File: src/rtl/crp_pkg.sv
package crp_pkg;
  typedef enum logic [1:0] {
    LVL_NONE = 2'd0,
    LVL_1    = 2'd1,
    LVL_2    = 2'd2,
    LVL_3    = 2'd3
  } crp_lvl_e;

  typedef enum logic [2:0] {
    CMD_ID        = 3'd0,
    CMD_RAM_WR    = 3'd1,
    CMD_ERASE_SEC = 3'd2,
    CMD_PROG      = 3'd3,
    CMD_ERASE_ALL = 3'd4,
    CMD_READ      = 3'd5,
    CMD_GO        = 3'd6,
    CMD_RSVD      = 3'd7
  } crp_cmd_e;
endpackage

File: src/rtl/crp_level_latch.sv
module crp_level_latch
  import crp_pkg::*;
#(
  parameter int unsigned          WORD_W   = 32,
  parameter logic [WORD_W-1:0]    MAGIC_L1 = 32'h1A2B_3C4D,
  parameter logic [WORD_W-1:0]    MAGIC_L2 = 32'h5E6F_7081,
  parameter logic [WORD_W-1:0]    MAGIC_L3 = 32'h92A3_B4C5
) (
  input  logic              clk_i,
  input  logic              rst_ni,
  input  logic              boot_valid_i,
  input  logic [WORD_W-1:0] boot_word_i,
  input  logic              reduced_part_i,
  input  logic              isp_pin_i,
  input  logic              app_isp_req_i,
  output logic              done_o,
  output crp_lvl_e          lvl_o,
  output logic              isp_en_o
);
  crp_lvl_e raw_lvl, eff_lvl;

  always_comb begin
    if (boot_word_i == MAGIC_L1)      raw_lvl = LVL_1;
    else if (boot_word_i == MAGIC_L2) raw_lvl = LVL_2;
    else if (boot_word_i == MAGIC_L3) raw_lvl = LVL_3;
    else                              raw_lvl = LVL_NONE;
    // reduced parts only implement level 2
    eff_lvl = (reduced_part_i && raw_lvl != LVL_NONE) ? LVL_2 : raw_lvl;
  end

  always_ff @(posedge clk_i or negedge rst_ni) begin
    if (!rst_ni) begin
      done_o   <= 1'b0;
      lvl_o    <= LVL_NONE;
      isp_en_o <= 1'b0;
    end else if (!done_o) begin
      if (boot_valid_i) begin
        done_o   <= 1'b1;
        lvl_o    <= eff_lvl;
        isp_en_o <= isp_pin_i && (eff_lvl != LVL_3);
      end
    end else if (app_isp_req_i) begin
      isp_en_o <= 1'b1;
    end
  end
endmodule

File: src/rtl/crp_cmd_policy.sv
module crp_cmd_policy
  import crp_pkg::*;
#(
  parameter int unsigned SECT_W = 4
) (
  input  logic              clk_i,
  input  logic              rst_ni,
  input  logic              done_i,
  input  crp_lvl_e          lvl_i,
  input  logic              isp_en_i,
  input  logic              cmd_valid_i,
  input  logic [2:0]        cmd_class_i,
  input  logic [SECT_W-1:0] sect_lo_i,
  input  logic [SECT_W-1:0] sect_hi_i,
  input  logic              err_clr_i,
  output logic              grant_o,
  output logic              deny_o,
  output logic              err_o
);
  crp_cmd_e cls;
  logic     allow;
  logic     erased_q;
  logic     touches_s0;

  assign cls        = crp_cmd_e'(cmd_class_i);
  assign touches_s0 = (sect_lo_i == '0);

  always_comb begin
    allow = 1'b0;
    if (done_i && isp_en_i && (sect_lo_i <= sect_hi_i) && cls != CMD_RSVD) begin
      case (lvl_i)
        LVL_NONE: allow = 1'b1;
        LVL_1: begin
          case (cls)
            CMD_ID, CMD_RAM_WR, CMD_GO: allow = 1'b1;
            CMD_ERASE_SEC, CMD_PROG:    allow = !touches_s0;
            default:                    allow = 1'b0;
          endcase
        end
        default: begin
          case (cls)
            CMD_ID, CMD_RAM_WR, CMD_ERASE_ALL: allow = 1'b1;
            CMD_PROG:                          allow = erased_q;
            default:                           allow = 1'b0;
          endcase
        end
      endcase
    end
  end

  always_ff @(posedge clk_i or negedge rst_ni) begin
    if (!rst_ni) begin
      grant_o  <= 1'b0;
      deny_o   <= 1'b0;
      err_o    <= 1'b0;
      erased_q <= 1'b0;
    end else begin
      grant_o <= cmd_valid_i && allow;
      deny_o  <= cmd_valid_i && !allow;
      if (cmd_valid_i && allow && cls == CMD_ERASE_ALL) erased_q <= 1'b1;
      // set wins over clear
      if (cmd_valid_i && !allow) err_o <= 1'b1;
      else if (err_clr_i)        err_o <= 1'b0;
    end
  end
endmodule

File: src/rtl/crp_gate.sv
module crp_gate
  import crp_pkg::*;
#(
  parameter int unsigned       WORD_W   = 32,
  parameter int unsigned       SECT_W   = 4,
  parameter logic [WORD_W-1:0] MAGIC_L1 = 32'h1A2B_3C4D,
  parameter logic [WORD_W-1:0] MAGIC_L2 = 32'h5E6F_7081,
  parameter logic [WORD_W-1:0] MAGIC_L3 = 32'h92A3_B4C5
) (
  input  logic              clk_i,
  input  logic              rst_ni,
  input  logic              boot_valid_i,
  input  logic [WORD_W-1:0] boot_word_i,
  input  logic              reduced_part_i,
  input  logic              isp_pin_i,
  input  logic              app_isp_req_i,
  input  logic              dbg_req_i,
  input  logic              cmd_valid_i,
  input  logic [2:0]        cmd_class_i,
  input  logic [SECT_W-1:0] cmd_sect_lo_i,
  input  logic [SECT_W-1:0] cmd_sect_hi_i,
  input  logic              err_clr_i,
  output logic              dbg_en_o,
  output logic              isp_en_o,
  output logic              cmd_grant_o,
  output logic              cmd_deny_o,
  output logic              err_o
);
  logic     lvl_done;
  crp_lvl_e lvl_q;

  crp_level_latch #(
    .WORD_W(WORD_W), .MAGIC_L1(MAGIC_L1), .MAGIC_L2(MAGIC_L2), .MAGIC_L3(MAGIC_L3)
  ) u_latch (
    .clk_i          (clk_i),
    .rst_ni         (rst_ni),
    .boot_valid_i   (boot_valid_i),
    .boot_word_i    (boot_word_i),
    .reduced_part_i (reduced_part_i),
    .isp_pin_i      (isp_pin_i),
    .app_isp_req_i  (app_isp_req_i),
    .done_o         (lvl_done),
    .lvl_o          (lvl_q),
    .isp_en_o       (isp_en_o)
  );

  crp_cmd_policy #(.SECT_W(SECT_W)) u_policy (
    .clk_i       (clk_i),
    .rst_ni      (rst_ni),
    .done_i      (lvl_done),
    .lvl_i       (lvl_q),
    .isp_en_i    (isp_en_o),
    .cmd_valid_i (cmd_valid_i),
    .cmd_class_i (cmd_class_i),
    .sect_lo_i   (cmd_sect_lo_i),
    .sect_hi_i   (cmd_sect_hi_i),
    .err_clr_i   (err_clr_i),
    .grant_o     (cmd_grant_o),
    .deny_o      (cmd_deny_o),
    .err_o       (err_o)
  );

  // closed until latched, so no open window after reset
  assign dbg_en_o = lvl_done && (lvl_q == LVL_NONE) && dbg_req_i;
endmodule

File: config.mk
export PLATFORM = sky130hd
export DESIGN_NAME = crp_gate
export DESIGN_NICKNAME = d
export VERILOG_FILES = /design/src/rtl/crp_pkg.sv /design/src/rtl/crp_level_latch.sv /design/src/rtl/crp_cmd_policy.sv /design/src/rtl/crp_gate.sv
export SDC_FILE = /design/constraint.sdc
export NUM_CORES = 1
export LEC_CHECK = 0
export BUFFER_PORTS_ARGS = -buffer_cell sky130_fd_sc_hd__buf_2
export CAP_MARGIN = 20
export CORE_MARGIN = 3
export CORE_UTILIZATION = 37
export CTS_CLUSTER_SIZE = 30
export DETAILED_ROUTE_END_ITERATION = 7
export GPL_ROUTABILITY_DRIVEN = 0
export GPL_TIMING_DRIVEN = 0
export HOLD_SLACK_MARGIN = 0.05
export PLACE_DENSITY = 0.76
export RECOVER_POWER = 50
export SLEW_MARGIN = 0
export SYNTH_ARGS = -nofsm -noshare
export SYNTH_HDL_FRONTEND = slang
export SYNTH_SLANG_ARGS = --single-unit
export TNS_END_PERCENT = 20
File: constraint.sdc
create_clock -name clk_i -period 1.6 [get_ports clk_i]
set_clock_uncertainty 0.2 [all_clocks]
set_input_delay 0.08 -clock clk_i [delete_from_list [all_inputs] [get_ports clk_i]]
set_output_delay 0.08 -clock clk_i [all_outputs]
set_load 0.01 [all_outputs]
==> qor.yml, run 1 <==
wire_per_inst_um: 11.8
yosys_warnings: 0
ys_seq_area_share_pct: 29.3
drtAntennaViolNets: 0
crit_buf_inv: 0
firstDrtPassIters: 4
syn_area_um2: 684
p_per_area_mw_per_mm2: 491
internal_power_w: 0.000406
clock_sinks: 8
combinationalPowerShare_pct: 32.0
vias_per_cell: 5.12
grt_pass1_vias: 863
drive_above_1_share_pct: 47.2
clock_latency_ns: 0.25
grt_pass1_wl_um: 3490
fin_crit_ns: 1.47
power.switching_w: 0.000153
drt_iter0_drc: 8
area_growth_pct: 66.4
dp_slack_ns: -0.149
h-tree-depth: 1
critPathSlowestCell: "dfrtp_1"
worst-slew-pin-transition_ns: 0.359
dieArea_mm2: 0.00240
n_fill_cell: 153
setup_viol: 0
swShare_pct: 27.3
path_max_fanout: 5
status: "complete, no violations"
arrival_ns: 1.47
cp.required_ns: 1.59
totalNegativeSetupSlack_ns: 0
multi_input_area_um2: 464
power_frac_seq_pct: 40.0
endpoint_kind: "flop"
syn-num-nets: 129
hold_violations: 0
via_count: 860
antenna_cells: 0
cts_buffers: 3
io_pins: 57
grt.total_usage_pct: 18.1
vdd_drop_max_uv: 298
dp_hpwl_um: 1650
asyncSetResetFlopFracSynth_pct: 100
clk_pin_slew_ns: 0.06
die_x_um: 49.0
synth_ff_type: "dfrtp_1"
grt_max_degree: 9
cp_slowest_stage_delay_ns: 0.42
p_clk_share_pct: 28.0
die_y_um: 49.0
relSlewSlack_pct: 76.0
wl_um: 1980
core_mm2: 0.00163
cp_cell_sequence: "o211ai_1, nand4_1, nor4_2, a31o_1"
synth_edf_count: 0
fin_ws_ns: 0.126
rows: 14
worst-setup-path-type: "reg2reg"
port_buffers: 56
slew_violations: 0
drc: 0
antenna_found_initial: 0
start_util_pct: 42.0
fin_crit_sh_pct: 92.1
clock_path_buffers: 2
synth.avg_cell_area_um2: 9.38
p_leak_nw: 0.561
critical-path-top-delay-family: "simple AND/OR/NAND/NOR gates"
synth_seq_cells: 8
worstSetupStartpointType: "flop"
layout.area.seq_um2: 200
fmax_mhz: 678
ys_types: 36
hold_path_class: "in2reg"
grt_overflow: 0
syn-instance-count: 73
cts_setup_buffers: 0
drv_cap: 0
fin_nets: 202
root_buffer: "clkbuf_4"
cts_tree: "yes"
[layer usage]
metal	GRT usage, %	part of all wire, %	up-vias
met5	0	0	-
met4	5.69	1.2	0
met3	3.98	7.7	6
met2	35.1	53	39
met1	19.0	38	390
li1	-	-	425
[state kept, by name, indices dropped and copies added (netlist names)]
signal	count
u_latch.lvl_o	2
u_latch.done_o	1
u_latch.isp_en_o	1
u_policy.deny_o	1
u_policy.erased_q	1
u_policy.err_o	1
u_policy.grant_o	1
[cells by family after synthesis]
kind of cell    after synthesis  synth area share (%)
simple gates                 39                  43.7
compound gates               15                  15.9
flops                         8                  29.3
buf+inv                       7                  3.84
fa+ha+maj                     4                  7.31
[synth_stat cells, drive strengths merged (3+ instances only)]
master,count,share of area (%)
nor2b,4,3.7
nor4,5,6.8
nand2,5,3.1
inv,7,3.8
nor2,3,1.6
dfrtp,8,29
ha,4,7.3
or4b,3,5.5
a21oi,3,2.2
nand4,4,3.7
o21ai,3,2.2
[power by group through the flow]
stage | sequential (W) | clock, W | combinational, W
finish | 0.000224 | 0.000156 | 0.000179
global route | 0.000225 | 0.000171 | 0.000204
floorplan | 0.000231 | 0 | 0.0000585
CTS | 0.000223 | 0.000156 | 0.000179
global placement | 0.000226 | 0 | 0.000152
detailed placement | 0.000227 | 0 | 0.000156
[per-stage QoR]
step	hold WS [ns]	instances	utilization (%)	cell area (um2)	power, W
floorplan	-0.416	73	-	684	0.000290
global placement	-0.275	153	61.1	995	0.000378
detailed placement	-0.270	153	61.1	995	0.000383
CTS	0.0501	168	69.8	1140	0.000558
global route	0.0731	168	69.9	1140	0.000599
finish	0.0488	168	69.9	1140	0.000559
[cell usage in the layout, fill, tap and decap left out, types with 2 or more instances in the layout]
| cell type | Yosys | routed |
|---|---|---|
| a21oi_1 | 3 | 3 |
| buf_2 | 0 | 52 |
| clkbuf_1 | 0 | 4 |
| clkbuf_4 | 0 | 3 |
| dfrtp_1 | 8 | 8 |
| dlygate4sd3_1 | 0 | 12 |
| ha_1 | 4 | 4 |
| inv_1 | 7 | 7 |
| nand2_1 | 4 | 4 |
| nand3_1 | 2 | 2 |
| nand4_1 | 4 | 4 |
| nand4b_2 | 2 | 2 |
| nor2_1 | 3 | 3 |
| nor2b_1 | 4 | 4 |
| nor3b_1 | 2 | 2 |
| nor4_1 | 4 | 3 |
| o21ai_1 | 2 | 2 |
| or4b_4 | 2 | 2 |
[worst register-to-register path: stages, from the launching register on]
cell	delay [ns]
dfrtp_1	0.42
o211ai_1	0.17
nand4_1	0.15
nor4_2	0.29
a31o_1	0.18
[worst paths after layout]
check                                        from           endpoint  slack (ns)  cells past startpoint
worst max-delay path             u_latch.lvl_o[1]  u_policy.erased_q        0.13                      4
worst min-delay path               cmd_class_i[2]   u_policy.grant_o        0.05                      4
worst max register to register   u_latch.lvl_o[1]  u_policy.erased_q        0.13                      4
worst min register to register  u_policy.erased_q  u_policy.erased_q        0.29                      1
max in group asynchronous                  rst_ni     u_policy.err_o        0.34                      3
min in group asynchronous                  rst_ni     u_latch.done_o        0.60                      3
[cell type report]
cell class	count	area share (%)
multi-input cells	58	40.8
repair buffers	68	34.7
flip-flops and latches	8	17.6
well taps	24	2.64
inverters	7	2.31
clock buffers	3	1.98
[repair_timing]
item                                   4_1_cts  5_1_grt
resized for setup                            0        1
hold buffers                                12        0
setup endpoints to repair                    0        1
endpoints found under the hold margin       16        0
Power figures use the tool's default switching activity.
==> run 2: changes to the inputs <==
--- a/config.mk
+++ b/config.mk
@@ -14,7 +14,7 @@
 export GPL_ROUTABILITY_DRIVEN = 0
 export GPL_TIMING_DRIVEN = 0
 export HOLD_SLACK_MARGIN = 0.05
-export PLACE_DENSITY = 0.76
+export PLACE_DENSITY_LB_ADDON = 0.15
 export RECOVER_POWER = 50
 export SLEW_MARGIN = 0
 export SYNTH_ARGS = -nofsm -noshare
==> run 2 against run 1 <==
Cell count increased by 1.2%. Largest power group unchanged. Largest cell class unchanged. Hold slack worse by 0.013 ns. Highest routed layer unchanged. Sequential power about the same. Critical path type unchanged. Routed wire length rose by 6.5%. Sequential share of layout area down 0.29 points. Clock power is essentially flat.
==> qor.yml, run 2 (synthesis gave the netlist of run 1 again) <==
h-tree-depth: 1  # unchanged
met1Wirelength_um: 834  # was 742 um
grt.total_usage_pct: 18.4  # was 18.1%
vdd_drop_max_uv: 269  # was 298 uV
hold_violations: 0  # unchanged
firstDrtPassIters: 4  # unchanged
rows: 14  # unchanged
worstSetupStartpointType: "flop"  # unchanged
relSlewSlack_pct: 74.8  # was 76.0%
antenna_found_initial: 0  # unchanged
dp_slack_ns: -0.117  # was -0.149 ns
cts_buffers: 3  # unchanged
fin_util_pct: 71.0  # was 69.9%
hold_path_depth: 5  # was 4
ctsHoldBuffers: 14  # was 12
start_util_pct: 42.0  # unchanged
clock_latency_ns: 0.26  # was 0.25 ns
arrival_ns: 1.58  # was 1.47 ns
slew_violations: 0  # unchanged
combinationalPowerShare_pct: 32.6  # was 32.0%
fin_crit_sh_pct: 98.8  # was 92.1%
vias_per_cell: 5.01  # was 5.12
clock_sinks: 8  # unchanged
p_per_area_mw_per_mm2: 490  # was 491 mW/mm2
area_growth_pct: 69.1  # was 66.4%
reg2reg_to: "u_policy.erased_q"  # unchanged
n_fill_cell: 139  # was 153
die_x_um: 49.0  # unchanged
hold_path_class: "in2reg"  # unchanged
path_max_fanout: 5  # unchanged
root_buffer: "clkbuf_4"  # unchanged
regMostFlops: "u_latch.lvl_o"  # unchanged
drt_iter0_drc: 5  # was 8
dp_hpwl_um: 1580  # was 1650 um
timing.rr.start: "u_latch.lvl_o[1]"  # unchanged
port_buffers: 56  # unchanged
worst-setup-path-type: "reg2reg"  # unchanged
clk_pin_slew_ns: 0.05  # was 0.06 ns
grt_pass1_vias: 883  # was 863
r2r_cells: 4  # unchanged
min_from: "boot_word_i[9]"  # was cmd_class_i[2]
cts_setup_buffers: 0  # unchanged
wl_um: 2100  # was 1980 um
internal_power_w: 0.000409  # was 0.000406 W
critPathSlowestCell: "dfrtp_1"  # unchanged
route.met2.wl_um: 1080  # was 1050 um
fin_ws_ns: 0.0195  # was 0.126 ns
p_clk_share_pct: 27.9  # was 28.0%
antenna_cells: 0  # unchanged
power_frac_seq_pct: 39.5  # was 40.0%
placed_area_um2: 995  # unchanged
clock_path_buffers: 2  # unchanged
cp.required_ns: 1.60  # was 1.59 ns
drv_cap: 0  # unchanged
multi_input_area_um2: 464  # unchanged
r2r_setup_slack_ns: 0.02  # was 0.13 ns
cp_cell_sequence: "o211ai_1, nand4_1, nor4_2, a31o_1"  # unchanged
swShare_pct: 27.8  # was 27.3%
grt_max_degree: 9  # unchanged
rsz0062_at_grt: "true"
fin_crit_ns: 1.58  # was 1.47 ns
dieArea_mm2: 0.00240  # unchanged
via_count: 851  # was 860
drtAntennaViolNets: 0  # unchanged
wire_per_inst_um: 12.4  # was 11.8 um
largest_reg_flops: 2  # unchanged
io_pins: 57  # unchanged
core_mm2: 0.00163  # unchanged
cp_slowest_stage_delay_ns: 0.41  # was 0.42 ns
setup_viol: 0  # unchanged
grt_pass1_wl_um: 3460  # was 3490 um
drc: 0  # unchanged
grt_overflow: 0  # unchanged
status: "complete, no violations"  # unchanged
power.switching_w: 0.000157  # was 0.000153 W
highest_layer: "met4"  # unchanged
wl_met3_um: 164  # was 153 um
cts_tree: "yes"  # unchanged
final_common_cell: "buf_2"  # unchanged
fmax_mhz: 633  # was 678 MHz
endpoint_kind: "flop"  # unchanged
die_y_um: 49.0  # unchanged
total_power_w: 0.000567  # was 0.000559 W
p_leak_nw: 0.566  # was 0.561 nW
layout.area.seq_um2: 200  # unchanged
layout_common_cells: "buf_2, dlygate4sd3_1, dfrtp_1"  # unchanged
fin_nets: 204  # was 202
holdPathEnd: "u_latch.lvl_o[0]"  # was u_policy.grant_o
worst-slew-pin-transition_ns: 0.377  # was 0.359 ns
postLayoutCellArea_mm2: 0.00116  # was 0.00114 mm2
drive_above_1_share_pct: 45.9  # was 47.2%
-- run 2: cell count changes in the layout (fill, tap and decap cells not counted), sizes merged --
cell         delta
buf             -1
dlygate4sd3     +2
clkbuf          +1
-- run 2: metal layers --
metal  vias up  GRT usage [%]
met2        46           32.4
li1        433              -
met1       369           20.5
met3         3           4.89
met5         -              0
met4         0           8.53
-- run 2: repair_timing --
action                                 in CTS  in global routing
endpoints found under the hold margin      15                  1
setup endpoints to repair                   0                  1
gates resized for setup                     0                  1
-- run 2: power by group through the flow --
stage,clock (W),sequential [W],combinational [W]
floorplan,0,0.000231,0.0000585
global placement,0,0.000226,0.000152
detailed placement,0,0.000226,0.000157
CTS,0.000159,0.000223,0.000183
global route,0.000177,0.000225,0.000205
finish,0.000158,0.000224,0.000185
-- run 2: through the flow --
step | instances | hold WS, ns | TNS (ns)
after global placement | 153 | -0.273 | -0.270
after global routing | 170 | 0.0477 | -0.0263
after CTS | 170 | 0.0409 | 0
after detailed placement | 153 | -0.272 | -0.325
final | 170 | 0.0357 | 0
after floorplan | 73 | -0.416 | 0
-- run 2: cell type report --
type,count,share of cell area [%]
clock buffer,3,1.95
multi-input combinational,58,40.1
timing repair buffer,70,35.8
sequential,8,17.3
tap,24,2.59
inverter,7,2.27
-- run 2: worst max path at each step --
stage                           startpoint           endpoint  slack (ns)
after global routing      u_latch.lvl_o[1]  u_policy.erased_q       -0.02
after floorplan             boot_word_i[5]   u_latch.isp_en_o        0.05
after global placement      boot_word_i[5]   u_latch.isp_en_o       -0.11
final                     u_latch.lvl_o[1]  u_policy.erased_q        0.02
after CTS                 u_latch.lvl_o[1]  u_policy.erased_q        0.07
after detailed placement    boot_word_i[5]   u_latch.isp_en_o       -0.12
-- run 2: critical path: cells and delay by family (launching register included) --
family           cells  cell delay (ns)
AND/OR/NAND/NOR      2             0.51
flip-flops           1             0.41
AO/OA/AOI/OAI        2             0.40
==> run 3: changes to the inputs <==
--- a/config.mk
+++ b/config.mk
@@ -5,10 +5,11 @@
 export SDC_FILE = /design/constraint.sdc
 export NUM_CORES = 1
 export LEC_CHECK = 0
+export ABC_AREA = 1
 export BUFFER_PORTS_ARGS = -buffer_cell sky130_fd_sc_hd__buf_2
 export CAP_MARGIN = 20
 export CORE_MARGIN = 3
-export CORE_UTILIZATION = 37
+export CORE_UTILIZATION = 44
 export CTS_CLUSTER_SIZE = 30
 export DETAILED_ROUTE_END_ITERATION = 7
 export GPL_ROUTABILITY_DRIVEN = 0
==> run 3 against run 2 <==
Clock power shrank 6%. Fmax grew 10%. Total power grew 3.9%. Synthesized cell count grew to 2.6 times the previous value. Non-clock buffer count shrank 2.
==> qor.yml, run 3 <==
rows: 16  # was 14
dp_hpwl_um: 2120  # was 1580 um
fin_ws_ns: 0.169  # was 0.0195 ns
drive_above_1_share_pct: 27.7  # was 45.9%
ys_seq_area_share_pct: 19.6  # was 29.3%
dp_slack_ns: 0.0916  # was -0.117 ns
cp_cell_sequence: "dlygate4sd3_1, buf_2, nor2_1, o211ai_1, a21oi_1, nand2_1, nand2_1, o21ai_1"  # was o211ai_1, nand4_1, nor4_2, a31o_1
worst-setup-path-type: "in2reg"  # was reg2reg
totalNegativeSetupSlack_ns: 0  # unchanged
internal_power_w: 0.000405  # was 0.000409 W
fin_nets: 318  # was 204
critPathSlowestCell: "dlygate4sd3_1"  # was dfrtp_1
endpoint_kind: "flop"  # unchanged
asyncSetResetFlopFracSynth_pct: 100  # unchanged
grt.total_usage_pct: 19.0  # was 18.4%
start_util_pct: 49.0  # was 42.0%
vdd_drop_max_uv: 599  # was 269 uV
synth_top_area_share_pct: 22.1  # was 29.3%
dpl.cell_count: 272  # was 153
grt_pass1_vias: 1050  # was 883
p_per_area_mw_per_mm2: 400  # was 490 mW/mm2
fin_crit_sh_pct: 89.4  # was 98.8%
arrival_ns: 1.37  # was 1.58 ns
ys_top_cells_by_count: "nand2_1, inv_1, nor2_1"  # was dfrtp_1, inv_1
drt_iter0_drc: 26  # was 5
drc: 0  # unchanged
layout_common_cells: "nand2_1, buf_2, inv_1"  # was buf_2, dlygate4sd3_1, dfrtp_1
p_clk_share_pct: 25.4  # was 27.9%
synth_ff_type: "dfrtp_1"  # unchanged
final_common_cell: "nand2_1"  # was buf_2
worstSetupStartpointType: "input port"  # was flop
cp_slowest_stage_delay_ns: 0.54  # was 0.41 ns
yosysTopAreaCell: "nand2_1"  # was dfrtp_1
cts_buffers: 3  # unchanged
power.switching_w: 0.000184  # was 0.000157 W
grt_overflow: 0  # unchanged
fin_crit_ns: 1.43  # was 1.58 ns
cp.required_ns: 1.53  # was 1.60 ns
cts_resized: 0  # unchanged
power_frac_seq_pct: 36.6  # was 39.5%
yosys_warnings: 0  # unchanged
antenna_cells: 0  # unchanged
setup_viol: 0  # unchanged
antenna_found_initial: 0  # unchanged
area_growth_pct: 44.2  # was 69.1%
regMostFlops: "u_latch.lvl_o"  # unchanged
hold_violations: 0  # unchanged
ys_types: 23  # was 36
die_y_um: 54.2  # was 49.0 um
clock_path_buffers: 2  # unchanged
grt_max_degree: 9  # unchanged
cts_setup_buffers: 0  # unchanged
syn-num-nets: 245  # was 129
vias_per_cell: 4.36  # was 5.01
path_max_fanout: 4  # was 5
p_leak_nw: 0.879  # was 0.566 nW
h-tree-depth: 1  # unchanged
yosys-top-cells-area: "nand2_1, dfrtp_1, inv_1"  # was dfrtp_1, ha_1, nand4b_2
clock_sinks: 8  # unchanged
grt_pass1_wl_um: 4020  # was 3460 um
via_count: 1252  # was 851
synth_edf_count: 0  # unchanged
wl_um: 2570  # was 2100 um
clock_latency_ns: 0.25  # was 0.26 ns
wire_per_inst_um: 8.95  # was 12.4 um
relSlewSlack_pct: 76.5  # was 74.8%
n_fill_cell: 219  # was 139
worst-slew-pin-transition_ns: 0.351  # was 0.377 ns
rsz0062_at_grt: "false"  # was true
worst_path_most_repeated_cell: "nand2_1"
drv_cap: 0  # unchanged
fmax_mhz: 699  # was 633 MHz
clk_pin_slew_ns: 0.05  # about the same
combinationalPowerShare_pct: 38.0  # was 32.6%
synth_seq_cells: 8  # unchanged
syn_area_mm2: 0.00102  # was 684 um2
syn-instance-count: 189  # was 73
synth.avg_cell_area_um2: 5.40  # was 9.38 um2
status: "complete, no violations"  # unchanged
root_buffer: "clkbuf_4"  # unchanged
synth_most_common_cell: "nand2_1"  # was dfrtp_1
cts_tree: "yes"  # unchanged
port_buffers: 56  # unchanged
io_pins: 57  # unchanged
slew_violations: 0  # unchanged
dieArea_mm2: 0.00293  # was 0.00240 mm2
core_mm2: 0.00208  # was 0.00163 mm2
firstDrtPassIters: 5  # was 4
hold_path_class: "in2reg"  # unchanged
die_x_um: 54.2  # was 49.0 um
swShare_pct: 31.2  # was 27.8%
largest_reg_flops: 2  # unchanged
stdcell_count: 287  # was 170
drtAntennaViolNets: 0  # unchanged
[run 3: cell types whose count changed after synthesis, sizes merged, moves of 4 or more]
cell / change
nor2: +38
nor2b: -4
nor4: -5
nand2: +59
nor3: +5
nand3: +9
inv: +35
[run 3: layer usage]
layer,vias up,global-route usage (%),routed length (um)
li1,707,-,-
met1,498,25.8,1260
met2,43,30.5,1090
met3,4,3.60,187
met4,0,4.98,26
met5,-,0,0
[run 3: area by class of cell]
type	count	area, um2	share of cell area [%]
inverter	42	158	10.7
timing repair buffer	68	395	26.8
sequential	8	200	13.6
clock buffer	3	22.5	1.53
multi-input combinational	139	663	45.0
tap	27	33.8	2.29
[run 3: power by group through the flow]
stage	Combinational, W	Clock (W)	Sequential, W
6_report	0.000224	0.000149	0.000215
5_1_grt	0.000257	0.000170	0.000216
4_1_cts	0.000227	0.000154	0.000215
3_5_place_dp	0.000203	0	0.000219
3_3_place_gp	0.000200	0	0.000218
2_1_floorplan	0.0000934	0	0.000223
[run 3: metrics by stage]
step                area [um2]  util, %  hold WS [ns]  power [W]
floorplan                 1020        -        -0.416   0.000316
global route              1470     70.7         0.171   0.000643
finish                    1470     70.7         0.109   0.000589
detailed placement        1340     64.1        -0.274   0.000422
global placement          1340     64.1        -0.276   0.000418
CTS                       1480     71.0         0.109   0.000596
[run 3: final timing paths]
kind | from | to | slack [ns] | cells past startpoint
worst max-delay path | cmd_class_i[1] | u_policy.err_o | 0.17 | 8
worst min-delay path | boot_word_i[19] | u_latch.lvl_o[0] | 0.11 | 8
worst max register to register | u_latch.done_o | u_policy.err_o | 0.25 | 7
worst min register to register | u_policy.erased_q | u_policy.erased_q | 0.28 | 2
max in group asynchronous | rst_ni | u_policy.erased_q | 0.33 | 3
min in group asynchronous | rst_ni | u_policy.deny_o | 0.61 | 3
[run 3: cells by family (layout without fill, tap and decap cells)]
| logic type | after synthesis | count (layout) | synth area share, % |
|---|---|---|---|
| AO/OA/AOI/OAI | 8 | 8 | 4.41 |
| adder cells (fa/ha/maj) | 4 | 4 | 4.90 |
| buffers and inverters | 42 | 113 | 15.4 |
| flip-flops | 8 | 8 | 19.6 |
| AND/OR/NAND/NOR | 127 | 127 | 55.6 |
[run 3: critical path: cells and delay by family]
kind	cells	cell delay [ns]
compound gates	3	0.33
simple gates	3	0.28
buf+inv	2	0.69
[run 3: repair_timing]
item	CTS	global route
hold buffers	12	0
hold endpoints to repair	16	0
endpoints found under the setup margin	0	0
